## config.mk

```make
export PLATFORM = sky130hd
export DESIGN_NAME = gp_timer
export DESIGN_NICKNAME = d
export VERILOG_FILES = /design/src/rtl/gpt_pkg.sv /design/src/rtl/gpt_regs.sv /design/src/rtl/gpt_counter.sv /design/src/rtl/gpt_status.sv /design/src/rtl/gp_timer.sv
export SDC_FILE = /design/constraint.sdc
export NUM_CORES = 1
export LEC_CHECK = 0
export BUFFER_PORTS_ARGS = -buffer_cell sky130_fd_sc_hd__buf_2
export CAP_MARGIN = 20
export CORE_AREA = 3 3 147 149
export CTS_CLUSTER_DIAMETER = 200
export DETAILED_ROUTE_END_ITERATION = 7
export DIE_AREA = 0 0 150 152
export SYNTH_ARGS = -nofsm -noshare
export SYNTH_HDL_FRONTEND = slang
export SYNTH_SLANG_ARGS = --single-unit
export TNS_END_PERCENT = 1
```

## constraint.sdc

```tcl
create_clock -name clk -period 3.9 [get_ports clk]
set_input_delay 0.975 -clock clk [delete_from_list [all_inputs] [get_ports clk]]
set_output_delay 0.975 -clock clk [all_outputs]
set_load 0.005 [all_outputs]
```

## src/rtl/gpt_pkg.sv

```systemverilog
`timescale 1ns/1ps
package gpt_pkg;
   localparam logic [3:0] A_CTRL  = 4'd0;
   localparam logic [3:0] A_MODE  = 4'd1;
   localparam logic [3:0] A_LOAD  = 4'd2;
   localparam logic [3:0] A_CMP   = 4'd3;
   localparam logic [3:0] A_MASK  = 4'd4;
   localparam logic [3:0] A_RAW   = 4'd5;
   localparam logic [3:0] A_MIS   = 4'd6;
   localparam logic [3:0] A_CLR   = 4'd7;
   localparam logic [3:0] A_VALUE = 4'd8;
   localparam logic [3:0] A_SNAP  = 4'd9;

   localparam logic [1:0] KIND_ONESHOT  = 2'd1;
   localparam logic [1:0] KIND_PERIODIC = 2'd2;

   localparam int N_EV   = 2;
   localparam int EV_TMO = 0;
   localparam int EV_CMP = 1;
   localparam int CFG_W  = 6;

   typedef struct packed {
      logic       cmp_on;
      logic       snap_on;
      logic       wait_trg;
      logic       up;
      logic [1:0] kind;
   } cfg_t;
endpackage

```

## src/rtl/gpt_regs.sv

```systemverilog
`timescale 1ns/1ps
module gpt_regs
   import gpt_pkg::*;
#(
   parameter int CNT_W  = 32,
   parameter int DATA_W = 32,
   parameter int ADDR_W = 4
) (
   input  logic              clk,
   input  logic              rst_n,
   input  logic [ADDR_W-1:0] addr,
   input  logic              we,
   input  logic [DATA_W-1:0] wdata,
   input  logic [N_EV-1:0]   raw,
   input  logic [CNT_W-1:0]  cnt,
   input  logic [CNT_W-1:0]  snap,
   input  logic              done,
   output logic [DATA_W-1:0] rdata,
   output logic              en,
   output cfg_t              cfg,
   output logic [CNT_W-1:0]  load,
   output logic [CNT_W-1:0]  cmp_val,
   output logic [N_EV-1:0]   mask,
   output logic              start,
   output logic              stop,
   output logic [N_EV-1:0]   clr
);
   logic hit_ctrl, hit_mode, hit_load, hit_cmp, hit_mask, hit_clr;

   assign hit_ctrl = we && (addr == ADDR_W'(A_CTRL));
   assign hit_mode = we && (addr == ADDR_W'(A_MODE));
   assign hit_load = we && (addr == ADDR_W'(A_LOAD));
   assign hit_cmp  = we && (addr == ADDR_W'(A_CMP));
   assign hit_mask = we && (addr == ADDR_W'(A_MASK));
   assign hit_clr  = we && (addr == ADDR_W'(A_CLR));

   assign start = hit_ctrl &&  wdata[0] && !en;
   assign stop  = hit_ctrl && !wdata[0] &&  en;
   assign clr   = hit_clr ? wdata[N_EV-1:0] : '0;

   always_ff @(posedge clk) begin
      if (!rst_n) begin
         en      <= 1'b0;
         cfg     <= '0;
         load    <= '0;
         cmp_val <= '0;
         mask    <= '0;
      end else begin
         if (done)       en <= 1'b0;
         else if (start) en <= 1'b1;
         else if (stop)  en <= 1'b0;
         if (!en) begin
            if (hit_mode) cfg     <= cfg_t'(wdata[CFG_W-1:0]);
            if (hit_load) load    <= wdata[CNT_W-1:0];
            if (hit_cmp)  cmp_val <= wdata[CNT_W-1:0];
         end
         if (hit_mask) mask <= wdata[N_EV-1:0];
      end
   end

   always_comb begin
      rdata = '0;
      if (addr == ADDR_W'(A_CTRL))       rdata = DATA_W'(en);
      else if (addr == ADDR_W'(A_MODE))  rdata = DATA_W'(cfg);
      else if (addr == ADDR_W'(A_LOAD))  rdata = DATA_W'(load);
      else if (addr == ADDR_W'(A_CMP))   rdata = DATA_W'(cmp_val);
      else if (addr == ADDR_W'(A_MASK))  rdata = DATA_W'(mask);
      else if (addr == ADDR_W'(A_RAW))   rdata = DATA_W'(raw);
      else if (addr == ADDR_W'(A_MIS))   rdata = DATA_W'(raw & mask);
      else if (addr == ADDR_W'(A_VALUE)) rdata = DATA_W'(cnt);
      else if (addr == ADDR_W'(A_SNAP))  rdata = DATA_W'(snap);
   end

   logic unused_wdata;
   assign unused_wdata = ^wdata;

   AST_CFG_LOCK_LOAD: assert property (@(posedge clk) disable iff (!rst_n)
      en |=> $stable(load));
   AST_CFG_LOCK_MODE: assert property (@(posedge clk) disable iff (!rst_n)
      en |=> $stable(cfg));
endmodule

```

## src/rtl/gpt_counter.sv

```systemverilog
`timescale 1ns/1ps
module gpt_counter
   import gpt_pkg::*;
#(
   parameter int CNT_W   = 32,
   parameter bit SNAP_EN = 1'b1,
   parameter bit CMP_EN  = 1'b1
) (
   input  logic             clk,
   input  logic             rst_n,
   input  logic             start,
   input  logic             stop,
   input  logic             en,
   input  cfg_t             cfg,
   input  logic [CNT_W-1:0] load,
   input  logic [CNT_W-1:0] cmp_val,
   input  logic             trig,
   output logic [CNT_W-1:0] cnt,
   output logic [CNT_W-1:0] snap,
   output logic [N_EV-1:0]  ev,
   output logic             done
);
   logic             active;
   logic             tmo;
   logic             oneshot;
   logic [CNT_W-1:0] restart;

   assign oneshot = (cfg.kind == KIND_ONESHOT);
   assign restart = cfg.up ? '0 : load;
   assign tmo     = active && (cfg.up ? (cnt == load) : (cnt == '0));
   assign done    = tmo && oneshot;
   assign ev[EV_TMO] = tmo;

   always_ff @(posedge clk) begin
      if (!rst_n) begin
         cnt    <= '0;
         active <= 1'b0;
      end else if (start) begin
         cnt    <= restart;
         active <= !cfg.wait_trg;
      end else if (stop) begin
         active <= 1'b0;
      end else if (en && !active && cfg.wait_trg && trig) begin
         active <= 1'b1;
      end else if (active) begin
         if (tmo) begin
            if (oneshot) active <= 1'b0;
            else         cnt    <= restart;
         end else begin
            cnt <= cfg.up ? cnt + CNT_W'(1) : cnt - CNT_W'(1);
         end
      end
   end

   generate
      if (SNAP_EN) begin : g_snap
         logic [CNT_W-1:0] snap_q;
         always_ff @(posedge clk) begin
            if (!rst_n)                 snap_q <= '0;
            else if (tmo && cfg.snap_on) snap_q <= cnt;
         end
         assign snap = snap_q;
      end else begin : g_nosnap
         assign snap = '0;
      end
      if (CMP_EN) begin : g_cmp
         assign ev[EV_CMP] = active && cfg.cmp_on && (cnt == cmp_val);
      end else begin : g_nocmp
         assign ev[EV_CMP] = 1'b0;
      end
   endgenerate

   AST_ONESHOT_HALT: assert property (@(posedge clk) disable iff (!rst_n)
      done |=> !active);
   AST_WAIT_HOLD: assert property (@(posedge clk) disable iff (!rst_n)
      (en && !active && cfg.wait_trg) |=> $stable(cnt));
   AST_COUNT_BOUND: assert property (@(posedge clk) disable iff (!rst_n)
      active |-> (cnt <= load));
endmodule

```

## src/rtl/gpt_status.sv

```systemverilog
`timescale 1ns/1ps
module gpt_status
   import gpt_pkg::*;
(
   input  logic            clk,
   input  logic            rst_n,
   input  logic [N_EV-1:0] ev,
   input  logic [N_EV-1:0] clr,
   input  logic [N_EV-1:0] mask,
   output logic [N_EV-1:0] raw,
   output logic            irq,
   output logic            dma
);
   always_ff @(posedge clk) begin
      if (!rst_n) begin
         raw <= '0;
         dma <= 1'b0;
      end else begin
         raw <= (raw & ~clr) | ev;
         dma <= |ev;
      end
   end

   assign irq = |(raw & mask);

   AST_EVENT_WINS: assert property (@(posedge clk) disable iff (!rst_n)
      ev[EV_TMO] |=> raw[EV_TMO]);
   AST_ZERO_KEEPS: assert property (@(posedge clk) disable iff (!rst_n)
      (raw[EV_TMO] && !clr[EV_TMO]) |=> raw[EV_TMO]);
   AST_DMA_FOLLOWS: assert property (@(posedge clk) disable iff (!rst_n)
      (|ev) |=> dma);
   AST_DMA_QUIET: assert property (@(posedge clk) disable iff (!rst_n)
      !(|ev) |=> !dma);
endmodule

```

## src/rtl/gp_timer.sv

```systemverilog
`timescale 1ns/1ps
module gp_timer
   import gpt_pkg::*;
#(
   parameter int CNT_W   = 32,
   parameter int DATA_W  = 32,
   parameter int ADDR_W  = 4,
   parameter bit SNAP_EN = 1'b1,
   parameter bit CMP_EN  = 1'b1
) (
   input  logic              clk,
   input  logic              rst_n,
   input  logic [ADDR_W-1:0] bus_addr,
   input  logic              bus_we,
   input  logic [DATA_W-1:0] bus_wdata,
   output logic [DATA_W-1:0] bus_rdata,
   input  logic              trig_in,
   output logic              irq,
   output logic              dma_req
);
   if (CNT_W < 2 || CNT_W > DATA_W) begin : g_bad_cnt
      $error("gp_timer: CNT_W must be in 2..DATA_W");
   end
   if (ADDR_W < 4) begin : g_bad_addr
      $error("gp_timer: ADDR_W must be at least 4");
   end
   if (DATA_W < CFG_W) begin : g_bad_data
      $error("gp_timer: DATA_W too narrow for the mode register");
   end

   logic             en, start, stop, done;
   cfg_t             cfg;
   logic [CNT_W-1:0] load, cmp_val, cnt, snap;
   logic [N_EV-1:0]  mask, clr, ev, raw;

   gpt_regs #(.CNT_W(CNT_W), .DATA_W(DATA_W), .ADDR_W(ADDR_W)) u_regs (
      .clk(clk), .rst_n(rst_n), .addr(bus_addr), .we(bus_we), .wdata(bus_wdata),
      .raw(raw), .cnt(cnt), .snap(snap), .done(done), .rdata(bus_rdata),
      .en(en), .cfg(cfg), .load(load), .cmp_val(cmp_val), .mask(mask),
      .start(start), .stop(stop), .clr(clr)
   );

   gpt_counter #(.CNT_W(CNT_W), .SNAP_EN(SNAP_EN), .CMP_EN(CMP_EN)) u_cnt (
      .clk(clk), .rst_n(rst_n), .start(start), .stop(stop), .en(en), .cfg(cfg),
      .load(load), .cmp_val(cmp_val), .trig(trig_in), .cnt(cnt), .snap(snap),
      .ev(ev), .done(done)
   );

   gpt_status u_stat (
      .clk(clk), .rst_n(rst_n), .ev(ev), .clr(clr), .mask(mask),
      .raw(raw), .irq(irq), .dma(dma_req)
   );
endmodule

```

==> results.json, run 1 <==
{
  "overflow": 0,
  "seq_area_frac_synth": 0.307,
  "vias_per_cell": 6.14,
  "h-tree-depth": 4,
  "synth_edf_count": 0,
  "io_pins": 74,
  "dr.pass1.iters": 6,
  "clockRootBuffer": "clkbuf_16",
  "crit_required_ns": 4.21,
  "yosysWarnings": 0,
  "r2r_slack_ns": 0.42,
  "die_height_um": 152,
  "grt_max_degree": 65,
  "cts_tree": "yes",
  "synth.top_cells.by_area": "dfxtp_1, nand2_1, o21ai_0, a21oi_1, a22oi_1",
  "hold_violations": 0,
  "status": "complete, no violations",
  "period_share": 0.892,
  "yosysTopAreaCell": "dfxtp_1",
  "hold_class": "register to register",
  "clock_latency_ns": 0.44,
  "rr_worst_depth": 10,
  "path_class": "register to register",
  "drtIter0Drc": 947,
  "syn_inst": 1219,
  "dieArea_um2": 22800,
  "timing.rr.end": "u_cnt.cnt[26]",
  "cap_violations": 0,
  "setup_viol": 0,
  "syn_nets": 1290,
  "antenna_left": 0,
  "dp.final_hpwl_um": 23500,
  "crit_start": "u_cnt.cnt[0]",
  "rsz0062_at_grt": "no",
  "crit_fanout": 7,
  "tightestPinTransition_ns": 0.690,
  "grt_usage": 0.281,
  "grt_pass1_vias": 8773,
  "final_nets": 1325,
  "finClkSkew_ns": 0.00796,
  "cts_made_buffers": 17,
  "cts.sinks": 141,
  "irDropWorstVdd_mv": 0.262,
  "antennaDiodeCount": 0,
  "drv_slew": 0,
  "synth_area_um2": 9190,
  "async_reset_ff_frac": 0,
  "wirelength_um": 32200,
  "worstPathArrival_ns": 3.79,
  "power.density_nw_per_um2": 378,
  "synth_seq_cells": 141,
  "syn_area_per_cell_um2": 7.54,
  "maxClockFrequency_mhz": 287,
  "cts.repair.resized": 0,
  "start_util": 0.453,
  "tns_ns": 0,
  "leakagePower_nw": 4.14,
  "max-slew-margin-rel": 0.540,
  "vias": 9424,
  "synth_most_common_cell": "nand2_1",
  "r2r_start": "u_cnt.cnt[0]",
  "start_kind": "register",
  "endpoint": "u_cnt.cnt[26]",
  "gp_routability_congestion": 0.922,
  "final_cells": 1536,
  "die-width_um": 150,
  "layout-drive-gt1-share": 0.141,
  "synth_top_area_frac": 0.307,
  "post_synth_num_cell_types": 78,
  "timing.final.crit_period_ns": 3.48,
  "antenna_found_initial": 0,
  "ys.flop_type": "dfxtp_1",
  "postCtsHoldBufs": 0,
  "route.detailed.drc": 0,
  "design.core.area_um2": 20300,
  "synth_common_cells": "nand2_1, dfxtp_1, o21ai_0",
  "cts.reportedPaths.clkPinSlew_ns": 0.06,
  "wire_per_inst_um": 21.0,
  "place_inst": 1505,
  "num_rows": 52,
  "cts_setup_buffers": 0,
  "grt_pass1_wl_um": 50600,
  "crit_path_end_kind": "register",
  "clock_path_buffers": 2,
  "port_buffers": 73,
  "area_growth_pct": 13.3
}
==> where the power goes <==
part           total [mW]  switching (mW)  leakage (nW)  internal [mW]
clock network        1.68           0.648         0.292           1.03
registers            1.50          0.0401          1.14           1.46
logic               0.752           0.449          2.71          0.303
==> metal layers <==
layer,part of all wire,vias to the layer above,wire length [um],track usage
met4,0.018,0,574,0.0706
met2,0.48,368,15500,0.464
met3,0.065,43,2100,0.0509
met5,0,-,0,0
li1,-,4507,-,-
met1,0.44,4506,14100,0.379
==> logic make-up (layout without fill, tap and decap cells) <==
family,count (synthesis),in the layout,share of synthesized area
and+or+nand+nor,424,424,0.217
AOI/OAI and AO/OA,421,421,0.289
DFF,141,141,0.307
buffers and inverters,106,153,0.0493
xor gates and xnor gates,82,82,0.0782
adders and majority gates,31,31,0.0430
muxes,14,14,0.0158
==> sequential cells by signal (all words and copies together) (netlist names) <==
name,flops
u_regs.load,32
u_stat.dma,1
u_regs.cfg,6
u_cnt.active,1
u_regs.en,1
u_regs.mask,2
u_regs.cmp_val,32
u_cnt.cnt,32
u_stat.raw,2
u_cnt.snap,32
==> cell type report <==
class,count,area (um2)
clock inverters,11,143
inverters,12,45.0
repair buffers,110,681
well taps,270,338
fillers,2050,9900
flip-flops and latches,141,2820
multi-input cells,972,5920
clock buffers,20,457
==> worst max-delay path, cell delays in order (launching register included) <==
cell      delay, ns
dfxtp_1        0.55
inv_1          0.18
fa_1           0.48
nand2b_1       0.22
a21oi_1        0.27
o21bai_2       0.13
o41ai_2        0.52
nand2_1        0.22
o311ai_0       0.47
buf_4          0.20
o221ai_1       0.10
==> cells in the final DEF (no fill, tap or decap), drive strengths merged, types with 10 or more instances in the layout <==
master	netlist	routed
a21oi	130	130
a22oi	74	74
buf	26	110
clkbuf	68	20
dfxtp	141	141
ha	30	30
inv	11	11
mux2i	10	10
nand2	214	214
nand3	54	54
nand4	28	28
nor2	43	43
nor2b	10	10
nor3	15	15
nor4	21	21
o21ai	137	137
xnor2	50	50
xor2	32	32
==> stage by stage <==
stage / total power [mW] / hold WS, ns / cell area, um2 / util / worst slack [ns]
final: 3.93 / 0.472 / 10400 / 0.513 / 0.420
after global routing: 4.08 / 0.498 / 10400 / 0.513 / 0.151
after CTS: 3.94 / 0.473 / 10400 / 0.513 / 0.471
after detailed placement: 2.27 / 0.462 / 9800 / 0.483 / 0.469
after global placement: 2.27 / 0.455 / 9800 / 0.483 / 0.485
after floorplan: 2.04 / 0.444 / 9190 / - / 0.689
==> worst min path at each step <==
| stage | start | end | slack (ns) | cells past startpoint |
|---|---|---|---|---|
| detailed placement | u_cnt.snap[5] | u_cnt.snap[5] | 0.46 | 2 |
| CTS | u_cnt.snap[5] | u_cnt.snap[5] | 0.47 | 2 |
| global route | u_regs.cmp_val[21] | u_regs.cmp_val[21] | 0.50 | 2 |
| floorplan | u_cnt.snap[10] | u_cnt.snap[10] | 0.44 | 2 |
| finish | u_cnt.snap[20] | u_cnt.snap[20] | 0.47 | 2 |
| global placement | u_cnt.snap[8] | u_cnt.snap[8] | 0.45 | 2 |
No activity file was read; power rests on OpenSTA's default activity.
==> run 2, diff against run 1 <==
Settings changed: ABC_AREA from default to 1, CORE_AREA 3 3 147 149 to 3 3 152 154, DIE_AREA 0 0 150 152 to 0 0 155 157.
==> run 2 against run 1 <==
Global-route usage grew 0.26 points. Cell count grew 24%. Hold slack lost 0.019 ns. Die area grew 6.7%. Critical endpoint is now bus_rdata[2]. Fmax grew 1.7%. Sequential share of layout area shrank 1.2 points. Register-to-register slack gained 0.54 ns. Sequential power is essentially flat. Largest power group unchanged. Critical path depth shrank 2. Count of clock-buffer cells in the layout shrank 2. Clock skew grew 0.0085 ns.
==> results.json, run 2 <==
{
  "status": "complete, no violations",
  "overflow": 0,
  "cts_tree": "yes",
  "grt_pass1_wl_um": 54300,
  "maxClockFrequency_mhz": 292,
  "synthXorXnorAreaFrac": 0.0450,
  "leakagePower_nw": 5.13,
  "cts.repair.resized": 0,
  "clock_power_share": 0.407,
  "synth_edf_count": 0,
  "dr.pass1.iters": 7,
  "layout_commonest_cell": "nand2_1",
  "final_nets": 1690,
  "synth_seq_cells": 141,
  "route.detailed.drc": 0,
  "dp.final_hpwl_um": 25900,
  "antenna_found_initial": 0,
  "postCtsHoldBufs": 0,
  "vias_per_cell": 5.50,
  "antenna_left": 0,
  "synth_common_cells": "nand2_1, inv_1, a21oi_1",
  "syn_inst": 1572,
  "yosysTopAreaCell": "dfxtp_1",
  "area_growth_pct": 12.0,
  "p_int_mw": 2.68,
  "endpoint": "bus_rdata[2]",
  "swShare": 0.337,
  "crit_fanout": 9,
  "cts_setup_buffers": 0,
  "r2r_start": "u_regs.cfg[2]",
  "clockRootBuffer": "clkbuf_16",
  "p_comb_frac": 0.221,
  "drtIter0Drc": 992,
  "path_class": "input pin to primary output",
  "final_cells": 1912,
  "h-tree-depth": 4,
  "wire_per_inst_um": 18.2,
  "wirelength_um": 34800,
  "drv_slew": 0,
  "design.core.area_um2": 21800,
  "dp_slack_ns": 0.529,
  "synth_area_um2": 9740,
  "layout-drive-gt1-share": 0.0968,
  "start_util": 0.446,
  "synth_top_family_by_area": "simple AND/OR/NAND/NOR gates",
  "slowest_stage": "a221oi_1",
  "num_rows": 54,
  "syn_nets": 1643,
  "power.density_nw_per_um2": 371,
  "yosys.area_share.simple": 0.292,
  "die-width_um": 155,
  "crit_path_end_kind": "primary output",
  "worstPathArrival_ns": 2.45,
  "synthAdderAreaFrac": 0.0406,
  "power_frac_seq": 0.371,
  "period_share": 0.877,
  "cts_made_buffers": 17,
  "synth.top_cells.by_area": "dfxtp_1, nand2_1, a21oi_1, inv_1, o21ai_0",
  "crit_start": "bus_addr[1]",
  "irDropWorstVdd_mv": 0.275,
  "port_buffers": 73,
  "seq_area_frac_synth": 0.290,
  "crit_required_ns": 2.92,
  "slowest_delay_ns": 0.39,
  "rsz0062_at_grt": "no",
  "rr_worst_depth": 15,
  "layout_setup_ws_ns": 0.478,
  "io_pins": 74,
  "clock_path_buffers": 2,
  "vias": 10500,
  "post_synth_num_cell_types": 43,
  "layout_common_cells": "nand2_1, inv_1, a21oi_1",
  "synth_compound_area_frac": 0.208,
  "gp_routability_congestion": 1.01,
  "timing.hold.ws_ns": 0.453,
  "synthMuxAreaShare": 0,
  "yosysWarnings": 0,
  "syn_area_per_cell_um2": 6.19,
  "dieArea_um2": 24300,
  "r2r_slack_ns": 0.96,
  "async_reset_ff_frac": 0,
  "grt_usage": 0.284,
  "cap_violations": 0,
  "max-slew-margin-rel": 0.462,
  "die_height_um": 157,
  "timing.final.crit_period_ns": 3.42,
  "hold_class": "register to register",
  "setup_viol": 0,
  "hold_violations": 0,
  "place_inst": 1880,
  "antennaDiodeCount": 0,
  "clock_latency_ns": 0.43,
  "tns_ns": 0,
  "synth_most_common_cell": "nand2_1",
  "start_kind": "input pin",
  "grt_pass1_vias": 9758,
  "switching_power_mw": 1.36,
  "cts.reportedPaths.clkPinSlew_ns": 0.07,
  "cts.sinks": 141,
  "ys.flop_type": "dfxtp_1",
  "finClkSkew_ns": 0.0165,
  "crit_chain": "buf_2, inv_1, nor2_1, nand2_1, clkinv_1, a221oi_1, a21oi_1, buf_2",
  "tightestPinTransition_ns": 0.807,
  "path_common_cell": "buf_2",
  "timing.rr.end": "u_cnt.cnt[30]",
  "synth_top_area_frac": 0.290,
  "grt_max_degree": 113
}
==> run 2: routing by layer <==
metal / vias to the layer above / global-route usage / wire (um)
li1: 5239 / - / -
met3: 54 / 0.0473 / 2850
met5: - / 0 / 0
met4: 0 / 0.0753 / 723
met2: 424 / 0.450 / 15400
met1: 4798 / 0.402 / 15800
==> run 2: cell families (layout without fill, tap and decap cells) <==
group,after synthesis,after routing
AND/OR/NAND/NOR,671,671
AO/OA/AOI/OAI,380,380
buffers and inverters,299,359
flip-flops,141,141
XOR/XNOR,50,50
adder cells (fa/ha/maj),31,31
==> run 2: critical path: cells and delay by family <==
family | cells | cell delay [ns]
AO/OA/AOI/OAI | 2 | 0.46
buffers and inverters | 4 | 0.66
AND/OR/NAND/NOR | 2 | 0.35
==> run 2: stage by stage <==
stage | total power [mW] | area (um2) | utilization
floorplan | 2.15 | 9740 | -
global placement | 2.41 | 10300 | 0.473
detailed placement | 2.41 | 10300 | 0.473
CTS | 4.04 | 10900 | 0.500
global route | 4.23 | 10900 | 0.500
finish | 4.04 | 10900 | 0.500
==> run 2: final cells by class <==
type	instances	area (um2)
Fill cell	2329	10900
Multi-Input combinational cell	1132	5720
Sequential cell	141	2820
Inverter	232	871
Timing Repair Buffer	95	556
Clock buffer	18	439
Tap cell	280	350
Clock inverter	14	145
==> run 2: power by group through the flow <==
| stage | Clock, mW | Sequential (mW) | Combinational, mW |
|---|---|---|---|
| 2_1_floorplan | 0 | 1.52 | 0.637 |
| 3_3_place_gp | 0 | 1.53 | 0.878 |
| 3_5_place_dp | 0 | 1.53 | 0.880 |
| 4_1_cts | 1.65 | 1.50 | 0.886 |
| 5_1_grt | 1.72 | 1.50 | 1.01 |
| 6_report | 1.65 | 1.50 | 0.895 |
==> run 2: worst min-delay path by stage <==
stage / start / endpoint / slack, ns / cells past startpoint
finish: u_cnt.snap[29] / u_cnt.snap[29] / 0.45 / 2
global route: u_cnt.snap[16] / u_cnt.snap[16] / 0.47 / 2
CTS: u_cnt.snap[14] / u_cnt.snap[14] / 0.45 / 2
detailed placement: u_cnt.snap[14] / u_cnt.snap[14] / 0.44 / 2
global placement: u_cnt.snap[16] / u_cnt.snap[16] / 0.44 / 2
floorplan: u_cnt.snap[0] / u_cnt.snap[0] / 0.43 / 2
